### src/rtl/nec_tx_pkg.sv
package nec_tx_pkg;

    // Segment lengths in timing ticks
    localparam int T_LEAD_MARK  = 900;
    localparam int T_LEAD_SPACE = 450;
    localparam int T_REP_SPACE  = 225;
    localparam int T_BIT_MARK   = 56;
    localparam int T_ZERO_SPACE = 56;
    localparam int T_ONE_SPACE  = 169;
    localparam int T_STOP_MARK  = 56;

    localparam int NUM_BITS = 32;
    localparam int BIT_W    = $clog2(NUM_BITS);
    localparam int SEG_W    = $clog2(T_LEAD_MARK + 1);

    typedef enum logic [2:0] {
        TX_IDLE,
        TX_LEAD_MARK,
        TX_LEAD_SPACE,
        TX_REP_SPACE,
        TX_BIT_MARK,
        TX_BIT_SPACE,
        TX_STOP_MARK
    } tx_state_e;

    typedef struct packed {
        logic [7:0] addr;
        logic [7:0] cmd;
    } nec_payload_t;

    // Transmit word, bit 0 leaves first
    function automatic logic [NUM_BITS-1:0] build_word(input nec_payload_t p);
        return {~p.cmd, p.cmd, ~p.addr, p.addr};
    endfunction

    function automatic logic is_mark(input tx_state_e s);
        return (s == TX_LEAD_MARK) || (s == TX_BIT_MARK) || (s == TX_STOP_MARK);
    endfunction

    function automatic logic [SEG_W-1:0] seg_len(input int ticks);
        return SEG_W'(ticks);
    endfunction

endpackage

### src/rtl/nec_tick_gen.sv
module nec_tick_gen #(
    parameter int DIV = 500
) (
    input  logic clk,
    input  logic rst,
    input  logic run,
    output logic tick
);
    localparam int CW = (DIV > 1) ? $clog2(DIV) : 1;

    generate
        if (DIV > 1) begin : g_div
            localparam logic [CW-1:0] LAST = CW'(DIV - 1);
            logic [CW-1:0] cnt;

            always_ff @(posedge clk) begin
                if (rst || !run) begin
                    cnt <= '0;
                end else if (cnt == LAST) begin
                    cnt <= '0;
                end else begin
                    cnt <= cnt + 1'b1;
                end
            end

            assign tick = run && (cnt == LAST);

            // Every frame starts its first tick period from a cleared count
            assert_tick_phase_R2: assert property (@(posedge clk) disable iff (rst)
                $rose(run) |-> (cnt == '0));
        end else begin : g_pass
            assign tick = run;
        end
    endgenerate

endmodule

### src/rtl/nec_carrier_gen.sv
module nec_carrier_gen #(
    parameter int PERIOD = 1315,
    parameter int HIGH   = 438
) (
    input  logic clk,
    input  logic rst,
    input  logic env,
    output logic led
);
    localparam int CW = (PERIOD > 1) ? $clog2(PERIOD) : 1;
    localparam logic [CW-1:0] LAST   = CW'(PERIOD - 1);
    localparam logic [CW-1:0] HIGH_V = CW'(HIGH);

    logic [CW-1:0] phase;

    always_ff @(posedge clk) begin
        if (rst || !env) begin
            phase <= '0;
        end else if (phase == LAST) begin
            phase <= '0;
        end else begin
            phase <= phase + 1'b1;
        end
    end

    assign led = env && (phase < HIGH_V);

    // Carrier phase restarts at each burst
    assert_carrier_restart_R9: assert property (@(posedge clk) disable iff (rst)
        $rose(env) |-> (phase == '0));

    assert_led_dark_R9: assert property (@(posedge clk) disable iff (rst)
        !env |-> !led);

endmodule

### src/rtl/nec_frame_seq.sv
module nec_frame_seq
    import nec_tx_pkg::*;
(
    input  logic         clk,
    input  logic         rst,
    input  logic         tick,
    input  logic         start_req,
    input  logic         repeat_req,
    input  nec_payload_t payload,
    output logic         env,
    output logic         busy
);
    tx_state_e             state;
    logic [SEG_W-1:0]      seg_left;
    logic [BIT_W-1:0]      bit_idx;
    logic [NUM_BITS-1:0]   word_q;
    logic                  rep_mode;
    logic                  seg_done;

    localparam logic [BIT_W-1:0] LAST_BIT = BIT_W'(NUM_BITS - 1);

    assign seg_done = tick && (seg_left == seg_len(1));

    always_ff @(posedge clk) begin
        if (rst) begin
            state    <= TX_IDLE;
            seg_left <= '0;
            bit_idx  <= '0;
            word_q   <= '0;
            rep_mode <= 1'b0;
        end else if (state == TX_IDLE) begin
            if (start_req) begin
                word_q   <= build_word(payload);
                rep_mode <= 1'b0;
                bit_idx  <= '0;
                state    <= TX_LEAD_MARK;
                seg_left <= seg_len(T_LEAD_MARK);
            end else if (repeat_req) begin
                rep_mode <= 1'b1;
                bit_idx  <= '0;
                state    <= TX_LEAD_MARK;
                seg_left <= seg_len(T_LEAD_MARK);
            end
        end else if (seg_done) begin
            case (state)
                TX_LEAD_MARK: begin
                    if (rep_mode) begin
                        state    <= TX_REP_SPACE;
                        seg_left <= seg_len(T_REP_SPACE);
                    end else begin
                        state    <= TX_LEAD_SPACE;
                        seg_left <= seg_len(T_LEAD_SPACE);
                    end
                end
                TX_LEAD_SPACE: begin
                    state    <= TX_BIT_MARK;
                    seg_left <= seg_len(T_BIT_MARK);
                end
                TX_BIT_MARK: begin
                    state    <= TX_BIT_SPACE;
                    seg_left <= word_q[bit_idx] ? seg_len(T_ONE_SPACE)
                                                : seg_len(T_ZERO_SPACE);
                end
                TX_BIT_SPACE: begin
                    if (bit_idx == LAST_BIT) begin
                        state    <= TX_STOP_MARK;
                        seg_left <= seg_len(T_STOP_MARK);
                    end else begin
                        bit_idx  <= bit_idx + 1'b1;
                        state    <= TX_BIT_MARK;
                        seg_left <= seg_len(T_BIT_MARK);
                    end
                end
                TX_REP_SPACE: begin
                    state    <= TX_STOP_MARK;
                    seg_left <= seg_len(T_STOP_MARK);
                end
                TX_STOP_MARK: begin
                    state    <= TX_IDLE;
                    seg_left <= '0;
                end
                default: begin
                    state    <= TX_IDLE;
                    seg_left <= '0;
                end
            endcase
        end else if (tick) begin
            seg_left <= seg_left - 1'b1;
        end
    end

    assign env  = is_mark(state);
    assign busy = (state != TX_IDLE);

    // Captured bytes never change inside a frame
    assert_hold_payload_R8: assert property (@(posedge clk) disable iff (rst)
        (state != TX_IDLE) |=> $stable(word_q));

    // An accepted request always opens with a full-length leader burst
    assert_leader_load_R2: assert property (@(posedge clk) disable iff (rst)
        (state == TX_IDLE && (start_req || repeat_req)) |=>
            (state == TX_LEAD_MARK && seg_left == seg_len(T_LEAD_MARK)));

    // Start wins over repeat
    assert_start_priority_R7: assert property (@(posedge clk) disable iff (rst)
        (state == TX_IDLE && start_req) |=> !rep_mode);

    // Repeat frames never enter the data phase
    assert_repeat_no_data_R6: assert property (@(posedge clk) disable iff (rst)
        rep_mode |-> (state != TX_BIT_MARK && state != TX_BIT_SPACE
                      && state != TX_LEAD_SPACE));

    // Segment counter never idles at zero inside a frame
    assert_seg_live_R4: assert property (@(posedge clk) disable iff (rst)
        (state != TX_IDLE) |-> (seg_left != '0));

endmodule

### src/rtl/nec_ir_tx.sv
module nec_ir_tx
    import nec_tx_pkg::*;
#(
    parameter int CLK_HZ     = 50_000_000,
    parameter int TICK_US    = 10,
    parameter int CARRIER_HZ = 38_000
) (
    input  logic       clk,
    input  logic       rst,
    input  logic       start_req,
    input  logic       repeat_req,
    input  logic [7:0] addr_in,
    input  logic [7:0] cmd_in,
    output logic       led_out,
    output logic       env_out,
    output logic       busy
);
    localparam int TICK_RAW = (CLK_HZ / 1000) * TICK_US / 1000;
    localparam int TICK_DIV = (TICK_RAW > 0) ? TICK_RAW : 1;
    localparam int CAR_RAW  = CLK_HZ / CARRIER_HZ;
    localparam int CAR_DIV  = (CAR_RAW > 1) ? CAR_RAW : 2;
    localparam int CAR_HIGH = (CAR_DIV / 3 > 0) ? CAR_DIV / 3 : 1;

    nec_payload_t payload;
    logic         tick;
    logic         env;
    logic         busy_i;

    assign payload.addr = addr_in;
    assign payload.cmd  = cmd_in;

    nec_tick_gen #(.DIV(TICK_DIV)) u_tick (
        .clk  (clk),
        .rst  (rst),
        .run  (busy_i),
        .tick (tick)
    );

    nec_frame_seq u_seq (
        .clk        (clk),
        .rst        (rst),
        .tick       (tick),
        .start_req  (start_req),
        .repeat_req (repeat_req),
        .payload    (payload),
        .env        (env),
        .busy       (busy_i)
    );

    nec_carrier_gen #(.PERIOD(CAR_DIV), .HIGH(CAR_HIGH)) u_car (
        .clk (clk),
        .rst (rst),
        .env (env),
        .led (led_out)
    );

    assign env_out = env;
    assign busy    = busy_i;

    assert_env_in_frame_R5: assert property (@(posedge clk) disable iff (rst)
        env_out |-> busy);

endmodule

### config.mk
export PLATFORM = sky130hd
export DESIGN_NAME = nec_ir_tx
export DESIGN_NICKNAME = d
export VERILOG_FILES = /design/src/rtl/nec_tx_pkg.sv /design/src/rtl/nec_tick_gen.sv /design/src/rtl/nec_carrier_gen.sv /design/src/rtl/nec_frame_seq.sv /design/src/rtl/nec_ir_tx.sv
export SDC_FILE = /design/constraint.sdc
export NUM_CORES = 1
export LEC_CHECK = 0
export ABC_AREA = 0
export BUFFER_PORTS_ARGS = -buffer_cell sky130_fd_sc_hd__buf_4
export CORE_MARGIN = 4
export CORE_UTILIZATION = 50
export DETAILED_ROUTE_END_ITERATION = 10
export HOLD_SLACK_MARGIN = 0.08
export PLACE_DENSITY_LB_ADDON = 0.3
export REMOVE_ABC_BUFFERS = 1
export SLEW_MARGIN = 40
export SYNTH_ARGS = -nofsm -noshare
export SYNTH_HDL_FRONTEND = slang
export SYNTH_SLANG_ARGS = --single-unit
### constraint.sdc
create_clock -name clk -period 3.2 [get_ports clk]
set_input_delay 0.32 -clock clk [delete_from_list [all_inputs] [get_ports clk]]
set_output_delay 0.32 -clock clk [all_outputs]
set_load 0.02 [all_outputs]
======== Word level (Yosys, flattened, before mapping) ========
Cells that the tools add are included.
storage, ports and cells
  word-level logic and storage cells ...... 75
  input port bits ......................... 20
  register bits ........................... 71
  output and inout bits ................... 3
cells by class
  add/sub/neg operators ................... 4
  multiplexer cells ....................... 25
  reductions and logical operators ........ 23
  bitwise operators ....................... 2
  order comparisons ....................... 2
  eq/ne operators ......................... 12
operators with widths
  cell                   count
  $mux 10                5
  $mux 5                 6
  $pmux 10 s3            1
  $not 8->8              2
  $pmux 3 s5             1
  $mux 3                 4
  $add 11x1->11 const B  1
  $eq 11x11->1 const B   1
  $lt 11x9->1 const B    1
  $eq 10x1->1 const B    1
  $sub 10x1->10 const B  1
  $add 9x1->9 const B    1
  $eq 3x3->1 const B     3
  $eq 9x9->1 const B     1
  $mux 9                 1
  $mux 8                 1
  $reduce_and 2->1       4
  $eq 3x2->1 const B     2
  $lt 5x6->1 const B     1
  $reduce_bool 2->1      3
  $reduce_bool 3->1      2
  $add 5x1->5 const B    1
  $bmux 1 s5             1
  $eq 5x5->1 const B     1
  12 further kinds       22

======== Depth between registers and ports, before layout ========
Gate-level depths: netlist (run 1).
  depth after elaboration ................. 6
  gate-level depth with buffers ........... 9
  depth with buffers taken out ............ 9

======== By module ========
Synthesis (run 1) repeated with hierarchy kept, for this count alone.
unflattened totals
  cell total of the unflattened synthesis .. 444
  area total of the unflattened synthesis .. 3538.4 um2
modules (own cells, without submodules)
  module           area an instance (um2)  seq. area each (um2)  cells an instance  instances
  nec_frame_seq    2566.2                  1021.0                337                1
  nec_carrier_gen  540.5                   220.2                 60                 1
  nec_tick_gen     431.7                   180.2                 47                 1

======== Worst setup path after synthesis (run 1) ========
Ideal clock, no wire load.
  path type ............................... reg-to-output
  start ................................... reg u_seq.state[0]
  end ..................................... out led_out
  data required time ...................... 2880 ps
  path buffers ............................ 0
  setup slack ............................. 1219 ps
  cell stages (with the launch flop) ...... 5
  data arrival time ....................... 1661 ps
  cells stage by stage .................... dfxtp_1 inv_1 nor3_1 a21oi_1 nor4_1
between the ends
  cells in the longest elaborated chain, start to end .. 4
  elaborated cells on any way between the ends .. 6
  those cells by class .................... 3 x eq/ne; 3 x reduce/logical
ends and longest elaborated chain
  what                                      line                   RTL
  start: declaration                        nec_frame_seq.sv:13    tx_state_e state;
  start signal: assignment                  nec_frame_seq.sv:26    state <= TX_IDLE;
  start signal: assignment                  nec_frame_seq.sv:36    state <= TX_LEAD_MARK;
  start signal: assignment                  nec_frame_seq.sv:41    state <= TX_LEAD_MARK;
  $eq 3x1->1 or $eq 3x3->1 (tied branches)  nec_tx_pkg.sv:37       return (s == TX_LEAD_MARK) || (s == TX_BIT_MARK) || (s == TX_STOP_MARK);
  $logic_or 1x1->1                          nec_tx_pkg.sv:37
  $logic_or 1x1->1 (*)                      nec_tx_pkg.sv:37
  $logic_and 1x1->1 (*)                     nec_carrier_gen.sv:26  assign led = env && (phase < HIGH_V);
  end: declaration                          nec_ir_tx.sv:14        output logic led_out,
Mark *: on every way between the ends. The rest lies on a longest branch, timed or not.

======== Worst setup path in the final report (run 1) ========
Same ends and word-level chain as after synthesis.

==> flow_metrics.env, run 1 <==
export IMPL_track_usage=0.1814
export IMPL_fin_crit_sh=0.7290
export IMPL_cp_end_kind="output port"
export IMPL_routed_wirelength_mm=7.105
export IMPL_finalSetupViolCount=0
export IMPL_syn_inst=419
export IMPL_synth_top_family_by_area="simple AND/OR/NAND/NOR gates"
export IMPL_synth_cell_types=50
export IMPL_design_core_area_mm2=0.006495
export IMPL_drtAntennaViolNets=0
export IMPL_clockBufferDepth=2
export IMPL_layout_drive_gt1_share=0.1185
export IMPL_worst_pin_slew_ps=604.7
export IMPL_final_nets=461
export IMPL_layout_common_cells="dfxtp_1, nor2_1, nand2_1"
export IMPL_cp_cell_sequence="inv_1 > nor3_1 > a21oi_1 > nor4_1 > buf_4"
export IMPL_timing_rr_end="u_seq.bit_idx[2]"
export IMPL_crit_family="simple AND/OR/NAND/NOR gates"
export IMPL_startpoint="u_seq.state[0]"
export IMPL_r2r_slack_ps=980
export IMPL_cp_arrival_ps=2010
export IMPL_overflow=0
export IMPL_synth_compound_area_frac=0.1565
export IMPL_dr_pass1_iters=4
export IMPL_clkTransAtPathRegs_ps=80
export IMPL_htreeDepth=3
export IMPL_p_leak_nw=1.416
export IMPL_synth_seq_area_share=0.4155
export IMPL_critPathBufInv=2
export IMPL_post_cts_setup_buffers=0
export IMPL_layout_commonest_cell="dfxtp_1"
export IMPL_utilization=0.5879
export IMPL_total_power_mw=1.903
export IMPL_cts_root_buf="clkbuf_8"
export IMPL_drt_iter0_markers=117
export IMPL_critical_path_depth=5
export IMPL_grt_pass1_wl_mm=12.38
export IMPL_max_freq_mhz=428.7
export IMPL_cp_start_kind="flip-flop"
export IMPL_cts_inserted_buffers=9
export IMPL_via_count=2878
export IMPL_holdBufCountCts=0
export IMPL_vdd_drop_max_mv=0.2916
export IMPL_initial_core_util=0.5267
export IMPL_n_antenna_cell=0
export IMPL_clock_latency_ps=350
export IMPL_die_area_mm2=0.008229
export IMPL_synth_edf_count=0
export IMPL_cts_tree="done"
export IMPL_status="finished, final reports clean"
export IMPL_min_period_ps=2333
export IMPL_grt_pass1_vias=2769
export IMPL_area_growth_pct=11.63
export IMPL_netlist_top_cells_area="dfxtp_1, nor2_1, a21oi_1"
export IMPL_required_ps=2880
export IMPL_yosys_area_share_simple=0.2604
export IMPL_place_hpwl_mm=4.856
export IMPL_yosys_area_top_type="dfxtp_1"
export IMPL_synth_top_cell_area_share=0.4155
export IMPL_cts_resized=0
export IMPL_rows=29
export IMPL_synthMuxAreaShare=0.04974
export IMPL_hold_path_class="in -> reg"
export IMPL_vias_per_cell=5.578
export IMPL_slew_headroom=0.5941
export IMPL_gp_congestion=0.8619
export IMPL_rsz0062_at_grt="false"
export IMPL_port_buffers=22
export IMPL_pwr_density_cell_mw_per_mm2=498.5
export IMPL_io_pins=23
export IMPL_worst_slack_ps=867.1
export IMPL_hp_start="addr_in[0]"
export IMPL_fp_dieW_um=90.72
export IMPL_path_class="reg -> out"
export IMPL_hold_depth=3
export IMPL_hold_viol=0
export IMPL_antenna_found_initial=0
export IMPL_clock_sinks=71
export IMPL_grt_start_max_net_pins=55
export IMPL_yosysWarnings=0
export IMPL_synthXorXnorAreaFrac=0.05121
export IMPL_holdPathEnd="u_seq.word_q[0]"
export IMPL_setup_tns_ps=0
export IMPL_dp_worst_setup_slack_ps=1031
export IMPL_worst_path_max_delay_cell="dfxtp_1"
export IMPL_clock_skew_ps=10.10
export IMPL_r2r_cells=7
export IMPL_async_reset_ff_frac=0
export IMPL_crit_fanout=6
export IMPL_syn_area_mm2=0.003421
export IMPL_r2r_start="u_tick.g_div.cnt[0]"
export IMPL_die_y_um=90.72
export IMPL_synthAdderAreaFrac=0.02560
export IMPL_syn_area_per_cell_um2=8.164
export IMPL_yosys_register_bits=71
export IMPL_remaining_drc_errors=0
export IMPL_avgRoutedWirePerCell_um=13.77
export IMPL_synthFlopType="dfxtp_1"
export IMPL_cap_violations=0
export IMPL_slowest_delay_ps=490
export IMPL_slew_violations=0
==> cells by family (layout without fill, tap and decap cells) <==
family,count (synthesis),after routing
DFF,71,71
and+or+nand+nor,183,183
adders and majority gates,7,7
xor gates and xnor gates,20,20
AOI/OAI and AO/OA,90,90
buffers and inverters,31,51
muxes,17,17
==> power breakdown <==
group	total [mW]	switching, mW	internal [mW]
Sequential	0.946	0.0261	0.920
Clock	0.775	0.339	0.436
Combinational	0.182	0.109	0.0730
Total	1.90	0.474	1.43
==> cell usage after synthesis, drive strengths merged, types with 2 or more instances <==
| master | n |
|---|---|
| nor2 | 69 |
| a211oi | 4 |
| a31oi | 3 |
| nor3b | 2 |
| o211ai | 2 |
| o31ai | 3 |
| and3 | 5 |
| nor4 | 6 |
| ha | 7 |
| nand3 | 16 |
| nand4 | 4 |
| inv | 9 |
| nand2 | 52 |
| or3 | 2 |
| nand4b | 2 |
| mux2i | 17 |
| nand3b | 2 |
| buf | 9 |
| clkbuf | 13 |
| dfxtp | 71 |
| xor2 | 8 |
| nor2b | 5 |
| a21oi | 49 |
| nand2b | 2 |
| a22oi | 8 |
| and2 | 5 |
| o21ai | 15 |
| xnor2 | 12 |
| a311oi | 2 |
| nor3 | 8 |
==> worst max-delay path by stage <==
stage	end	slack (ps)
after floorplan	u_seq.bit_idx[3]	1070
after global placement	u_seq.bit_idx[3]	1160
after detailed placement	u_seq.bit_idx[2]	1030
after CTS	led_out	840
after global routing	led_out	750
final	led_out	870
==> area by class of cell <==
class | count | area (um^2)
multi-input cells | 317 | 1859
repair buffers | 26 | 195.2
inverters | 9 | 33.78
flip-flops and latches | 71 | 1421
fillers | 595 | 2676
clock inverters | 6 | 85.08
clock buffers | 10 | 127.6
well taps | 77 | 96.34
==> state kept, by name, summed over array words and instances, names as in the netlist <==
name and count:
u_seq.rep_mode 1, u_seq.state 3, u_seq.bit_idx 5, u_car.phase 11, u_seq.word_q 32, u_seq.seg_left 10, u_tick.g_div.cnt 9
==> per-stage QoR <==
| stage | instance area [um^2] | cells | hold WS [ps] |
|---|---|---|---|
| 3_3_place_gp | 3606 | 500 | 441.5 |
| 2_1_floorplan | 3314 | 397 | 389.1 |
| 5_1_grt | 3819 | 516 | 224.4 |
| 6_report | 3819 | 516 | 222.3 |
| 3_5_place_dp | 3606 | 500 | 446.0 |
| 4_1_cts | 3819 | 516 | 207.4 |
==> tightest hold or removal path: stages <==
cell and delay [ps]:
buf_4 110, nand2_1 50, a21oi_1 50
==> routing by layer <==
layer  part of all wire  up-vias  routed length, um  GRT usage
met4              0.018        0                127    0.08291
li1                   -     1485                  -          -
met3              0.032       12                225    0.03500
met2               0.46       47               3268     0.2940
met5                  0        -                  0          0
met1               0.49     1334               3484     0.2326
No activity file was read; power rests on OpenSTA's default activity.
==> inputs of run 2 (changes only) <==
clock period = 2.1 ns   (was 3.2 ns; I/O delays follow)
==> flow_metrics.env, run 2 (synthesis results as in run 1) <==
export IMPL_status="finished, final reports clean"
export IMPL_crit_fanout=14
export IMPL_dp_cells=510
export IMPL_antenna_found_initial=0
export IMPL_port_buffers=22
export IMPL_routed_wirelength_mm=7.146
export IMPL_via_count=2885
export IMPL_p_leak_nw=1.478
export IMPL_grt_start_max_net_pins=41
export IMPL_vdd_drop_max_mv=0.4548
export IMPL_grt_pass1_vias=2637
export IMPL_clock_sinks=71
export IMPL_required_ps=2330
export IMPL_die_y_um=90.72
export IMPL_rows=29
export IMPL_cts_tree="done"
export IMPL_slew_headroom=0.5957
export IMPL_rsz0062_at_grt="false"
export IMPL_pwr_density_cell_mw_per_mm2=761.9
export IMPL_design_core_area_mm2=0.006495
export IMPL_cts_root_buf="clkbuf_8"
export IMPL_place_hpwl_mm=4.980
export IMPL_reg_top3="u_seq.word_q x32, u_car.phase x11, u_seq.seg_left x10"
export IMPL_cap_violations=0
export IMPL_dr_pass1_iters=4
export IMPL_clock_latency_ps=340
export IMPL_total_power_mw=2.985
export IMPL_cp_end_kind="flip-flop"
export IMPL_gp_congestion=0.8816
export IMPL_clockBufferDepth=2
export IMPL_fp_dieW_um=90.72
export IMPL_cp_start_kind="flip-flop"
export IMPL_dp_worst_setup_slack_ps=164.7
export IMPL_avgRoutedWirePerCell_um=13.59
export IMPL_remaining_drc_errors=0
export IMPL_track_usage=0.1794
export IMPL_die_area_mm2=0.008229
export IMPL_max_freq_mhz=512.5
export IMPL_design_area_mm2=0.003918
export IMPL_largest_reg_flops=32
export IMPL_cp_arrival_ps=2180
export IMPL_crit_family="simple AND/OR/NAND/NOR gates"
export IMPL_hold_path_class="in -> reg"
export IMPL_min_period_ps=1951
export IMPL_drt_iter0_markers=219
export IMPL_worst_hold_slack_ps=117.0
export IMPL_worst_slack_ps=148.7
export IMPL_fill_cells=576
export IMPL_path_class="reg -> reg"
export IMPL_final_nets=471
export IMPL_hold_viol=0
export IMPL_overflow=0
export IMPL_htreeDepth=3
export IMPL_critPathBufInv=1
export IMPL_cts_inserted_buffers=9
export IMPL_finalSetupViolCount=0
export IMPL_worst_path_max_delay_cell="dfxtp_1"
export IMPL_vias_per_cell=5.485
export IMPL_slew_violations=0
export IMPL_clkTransAtPathRegs_ps=80
export IMPL_drtAntennaViolNets=0
export IMPL_n_antenna_cell=0
export IMPL_regMostFlops="u_seq.word_q"
export IMPL_worst_pin_slew_ps=602.4
export IMPL_layout_common_cells="dfxtp_1, nor2_1, nand2_1"
export IMPL_setup_tns_ps=0
export IMPL_final_cells=526
export IMPL_utilization=0.6032
export IMPL_layout_drive_gt1_share=0.1425
export IMPL_cp_cell_sequence="ha_1 > nand4bb_1 > nor3_2 > buf_4 > nand4_1 > and2_1 > o21ai_0 > a21oi_1"
export IMPL_slowest_delay_ps=380
export IMPL_area_growth_pct=14.52
export IMPL_clock_skew_ps=7.846
export IMPL_layout_commonest_cell="dfxtp_1"
export IMPL_io_pins=23
export IMPL_placed_cell_area_mm2=0.003681
export IMPL_fin_crit_sh=0.9292
export IMPL_grt_pass1_wl_mm=12.12
export IMPL_initial_core_util=0.5267
==> run 2: worst paths after layout <==
kind	from	end	slack [ps]	depth (start not counted)
max	u_tick.g_div.cnt[0]	u_seq.bit_idx[2]	150	8
min	addr_in[4]	u_seq.word_q[4]	120	3
max reg2reg	u_tick.g_div.cnt[0]	u_seq.bit_idx[2]	150	8
min reg2reg	u_seq.word_q[2]	u_seq.word_q[2]	460	2
==> run 2: area by class of cell <==
type,instances,area (um^2),share of cell area
inverters,9,33.78,0.008623
clock buffers,11,151.4,0.03865
well taps,77,96.34,0.02459
clock inverters,5,80.08,0.02044
repair buffers,36,270.3,0.06899
multi-input cells,317,1864,0.4759
flip-flops and latches,71,1421,0.3628
==> run 2: per-layer routing <==
layer | vias up | track usage | share of wire | wire length, um
met2 | 57 | 0.2761 | 0.45 | 3187
li1 | 1493 | - | - | -
met4 | 0 | 0.08163 | 0.017 | 120
met1 | 1327 | 0.2403 | 0.50 | 3553
met5 | - | 0 | 0 | 0
met3 | 8 | 0.03750 | 0.040 | 285
==> run 2: timing repair <==
action	4_1_cts	5_1_grt
endpoints found under the hold margin	0	0
resized for setup	0	1
endpoints found under the setup margin	0	2
hold buffers	0	0
setup buffers	0	0
==> run 2: power by group <==
group / switching (mW) / internal, mW
combinational: 0.170 / 0.120
sequential: 0.0387 / 1.40
clock: 0.523 / 0.732
==> run 2: tightest hold or removal path: stages <==
cell	delay, ps
buf_4	110
nand2_1	50
a21oi_1	50
==> inputs of run 3 (changes only) <==
--- a/config.mk
+++ b/config.mk
@@ -7,5 +7,4 @@
 export LEC_CHECK = 0
-export ABC_AREA = 0
+export ABC_AREA = 1
 export BUFFER_PORTS_ARGS = -buffer_cell sky130_fd_sc_hd__buf_4
-export CORE_MARGIN = 4
 export CORE_UTILIZATION = 50
--- a/constraint.sdc
+++ b/constraint.sdc
@@ -3,2 +3,2 @@
 set_output_delay 0.21 -clock clk [all_outputs]
-set_load 0.02 [all_outputs]
+set_load 0.005 [all_outputs]
==> flow_metrics.env, run 3 <==
export IMPL_worst_pin_slew_ps=606.3
export IMPL_grt_pass1_vias=2927
export IMPL_rsz0062_at_grt="false"
export IMPL_clkTransAtPathRegs_ps=80
export IMPL_clock_sinks=71
export IMPL_worst_slack_ps=241.6
export IMPL_cts_resized=0
export IMPL_cp_cell_sequence="nand2_1 > nor2_2 > a21oi_1 > nor4_1 > buf_4"
export IMPL_power_frac_seq=0.485
export IMPL_fp_dieW_um=85.50
export IMPL_synthTopCellsByCount="nand2_1, dfxtp_1, a21oi_1, inv_1, nand3_1"
export IMPL_n_antenna_cell=0
export IMPL_hold_path_class="in -> reg"
export IMPL_io_pins=23
export IMPL_antenna_found_initial=0
export IMPL_die_y_um=85.50
export IMPL_synthFlopType="dfxtp_1"
export IMPL_routed_wirelength_mm=7.752
export IMPL_layout_drive_gt1_share=0.1250
export IMPL_final_nets=550
export IMPL_p_leak_nw=1.636
export IMPL_layout_commonest_cell="nand2_1"
export IMPL_port_buffers=22
export IMPL_slew_violations=0
export IMPL_largest_reg_flops=32
export IMPL_fill_cells=647
export IMPL_rows=30
export IMPL_overflow=0
export IMPL_syn_area_mm2=0.003486
export IMPL_finalSetupViolCount=0
export IMPL_regMostFlops="u_seq.word_q"
export IMPL_cts_root_buf="clkbuf_8"
export IMPL_dr_pass1_iters=5
export IMPL_status="finished, final reports clean"
export IMPL_synth_cell_types=38
export IMPL_remaining_drc_errors=0
export IMPL_pwr_density_cell_mw_per_mm2=777.0
export IMPL_initial_core_util=0.5159
export IMPL_clock_skew_ps=11.56
export IMPL_clockPowerShare=0.348
export IMPL_crit_fanout=5
export IMPL_clock_latency_ps=360
export IMPL_htreeDepth=3
export IMPL_syn_inst=491
export IMPL_cp_start_kind="flip-flop"
export IMPL_dp_worst_setup_slack_ps=350.0
export IMPL_holdBufCountCts=12
export IMPL_comb_power_share=0.166
export IMPL_drtAntennaViolNets=0
export IMPL_min_period_ps=1858
export IMPL_cp_end_kind="output port"
export IMPL_cap_violations=0
export IMPL_synth_most_common_cell="nand2_1"
export IMPL_total_power_mw=3.116
export IMPL_design_core_area_mm2=0.006756
export IMPL_intPower_mw=2.216
export IMPL_place_hpwl_mm=5.377
export IMPL_p_sw_mw=0.8999
export IMPL_grt_start_max_net_pins=42
export IMPL_yosys_area_top_type="dfxtp_1"
export IMPL_slowest_delay_ps=410
export IMPL_worst_path_max_delay_cell="dfxtp_1"
export IMPL_synth_top_cell_area_share=0.4078
export IMPL_fin_crit_sh=0.8849
export IMPL_die_area_mm2=0.007309
export IMPL_max_freq_mhz=538.1
export IMPL_vdd_drop_max_mv=0.3719
export IMPL_clockBufferDepth=2
export IMPL_design_area_mm2=0.004010
export IMPL_drt_iter0_markers=231
export IMPL_reg_top3="u_seq.word_q x32, u_car.phase x11, u_seq.seg_left x10"
export IMPL_slew_headroom=0.5954
export IMPL_vias_per_cell=5.342
export IMPL_yosysWarnings=0
export IMPL_netlist_top_cells_area="dfxtp_1, nand2_1, a21oi_1"
export IMPL_cts_tree="done"
export IMPL_placed_cell_area_mm2=0.003699
export IMPL_grt_pass1_wl_mm=13.21
export IMPL_area_growth_pct=15.04
export IMPL_hold_viol=0
export IMPL_track_usage=0.2263
export IMPL_via_count=3248
export IMPL_async_reset_ff_frac=0
export IMPL_swShare=0.2888
export IMPL_worst_hold_slack_ps=94.49
export IMPL_avgRoutedWirePerCell_um=12.75
export IMPL_layout_common_cells="nand2_1, dfxtp_1, a21oi_1"
export IMPL_synth_seq_area_share=0.4078
export IMPL_cts_inserted_buffers=9
export IMPL_gp_congestion=0.8980
export IMPL_syn_area_per_cell_um2=7.099
export IMPL_yosys_register_bits=71
export IMPL_post_cts_setup_buffers=0
export IMPL_synth_edf_count=0
export IMPL_required_ps=1890
export IMPL_cp_arrival_ps=1650
export IMPL_path_class="reg -> out"
-- run 3: cell types whose count changed in the layout (fill, tap and decap cells not counted), moves of 10 or more --
cell and delta:
nand3_1 +29, inv_1 +36, dlygate4sd3_1 +12, o21ai_0 +23, xnor2_1 -10, nand2_1 +64, nor2_1 -30, mux2i_1 -17
buf_4 -11
-- run 3: worst max-delay path: cells and delay by family, from the launching register on --
| kind | cells | cell delay (ps) |
|---|---|---|
| simple gates | 3 | 590 |
| flops | 1 | 410 |
| buf+inv | 1 | 160 |
| compound gates | 1 | 120 |
-- run 3: through the flow --
step                      cells  TNS (ps)    util
after detailed placement    580         0  0.5474
after global placement      580         0  0.5474
after CTS                   608         0  0.5935
after global routing        608         0  0.5935
final                       608         0  0.5935
after floorplan             475    -514.1       -
-- run 3: layer usage --
metal / GRT usage / vias to the layer above / share of wire
li1: - / 1681 / -
met1: 0.3128 / 1486 / 0.48
met2: 0.3535 / 67 / 0.45
met3: 0.04331 / 14 / 0.049
met4: 0.08182 / 0 / 0.014
met5: 0 / - / 0
-- run 3: power groups by stage --
stage               registers [mW]  logic, mW  clock network, mW
global route                  1.52      0.588               1.16
CTS                           1.51      0.519               1.10
finish                        1.51      0.518               1.09
detailed placement            1.54      0.500                  0
floorplan                     1.52      0.341                  0
global placement              1.54      0.486                  0
-- run 3: area by class of cell --
cell class,instances,area (um^2),share of cell area
inverter,52,197.7,0.04930
timing repair buffer,37,307.8,0.07675
clock buffer,13,148.9,0.03713
clock inverter,3,42.54,0.01061
tap,80,100.1,0.02496
multi-input combinational,352,1792,0.4468
sequential,71,1421,0.3544
-- run 3: kinds of logic (layout without fill, tap and decap cells) --
logic type / Yosys count / after routing / share of synthesized area
buffers and inverters: 68 / 105 / 0.07825
and+or+nand+nor: 237 / 237 / 0.3180
adders and majority gates: 7 / 7 / 0.02512
xor gates and xnor gates: 7 / 7 / 0.01759
AOI/OAI and AO/OA: 101 / 101 / 0.1533
DFF: 71 / 71 / 0.4078
-- run 3: final timing paths --
kind	start	to	slack (ps)	cells after the start
min	addr_in[7]	u_seq.word_q[7]	90	3
min reg2reg	u_tick.g_div.cnt[0]	u_tick.g_div.cnt[0]	450	1
max	u_seq.state[0]	led_out	240	5
max reg2reg	u_tick.g_div.cnt[0]	u_seq.seg_left[4]	340	10
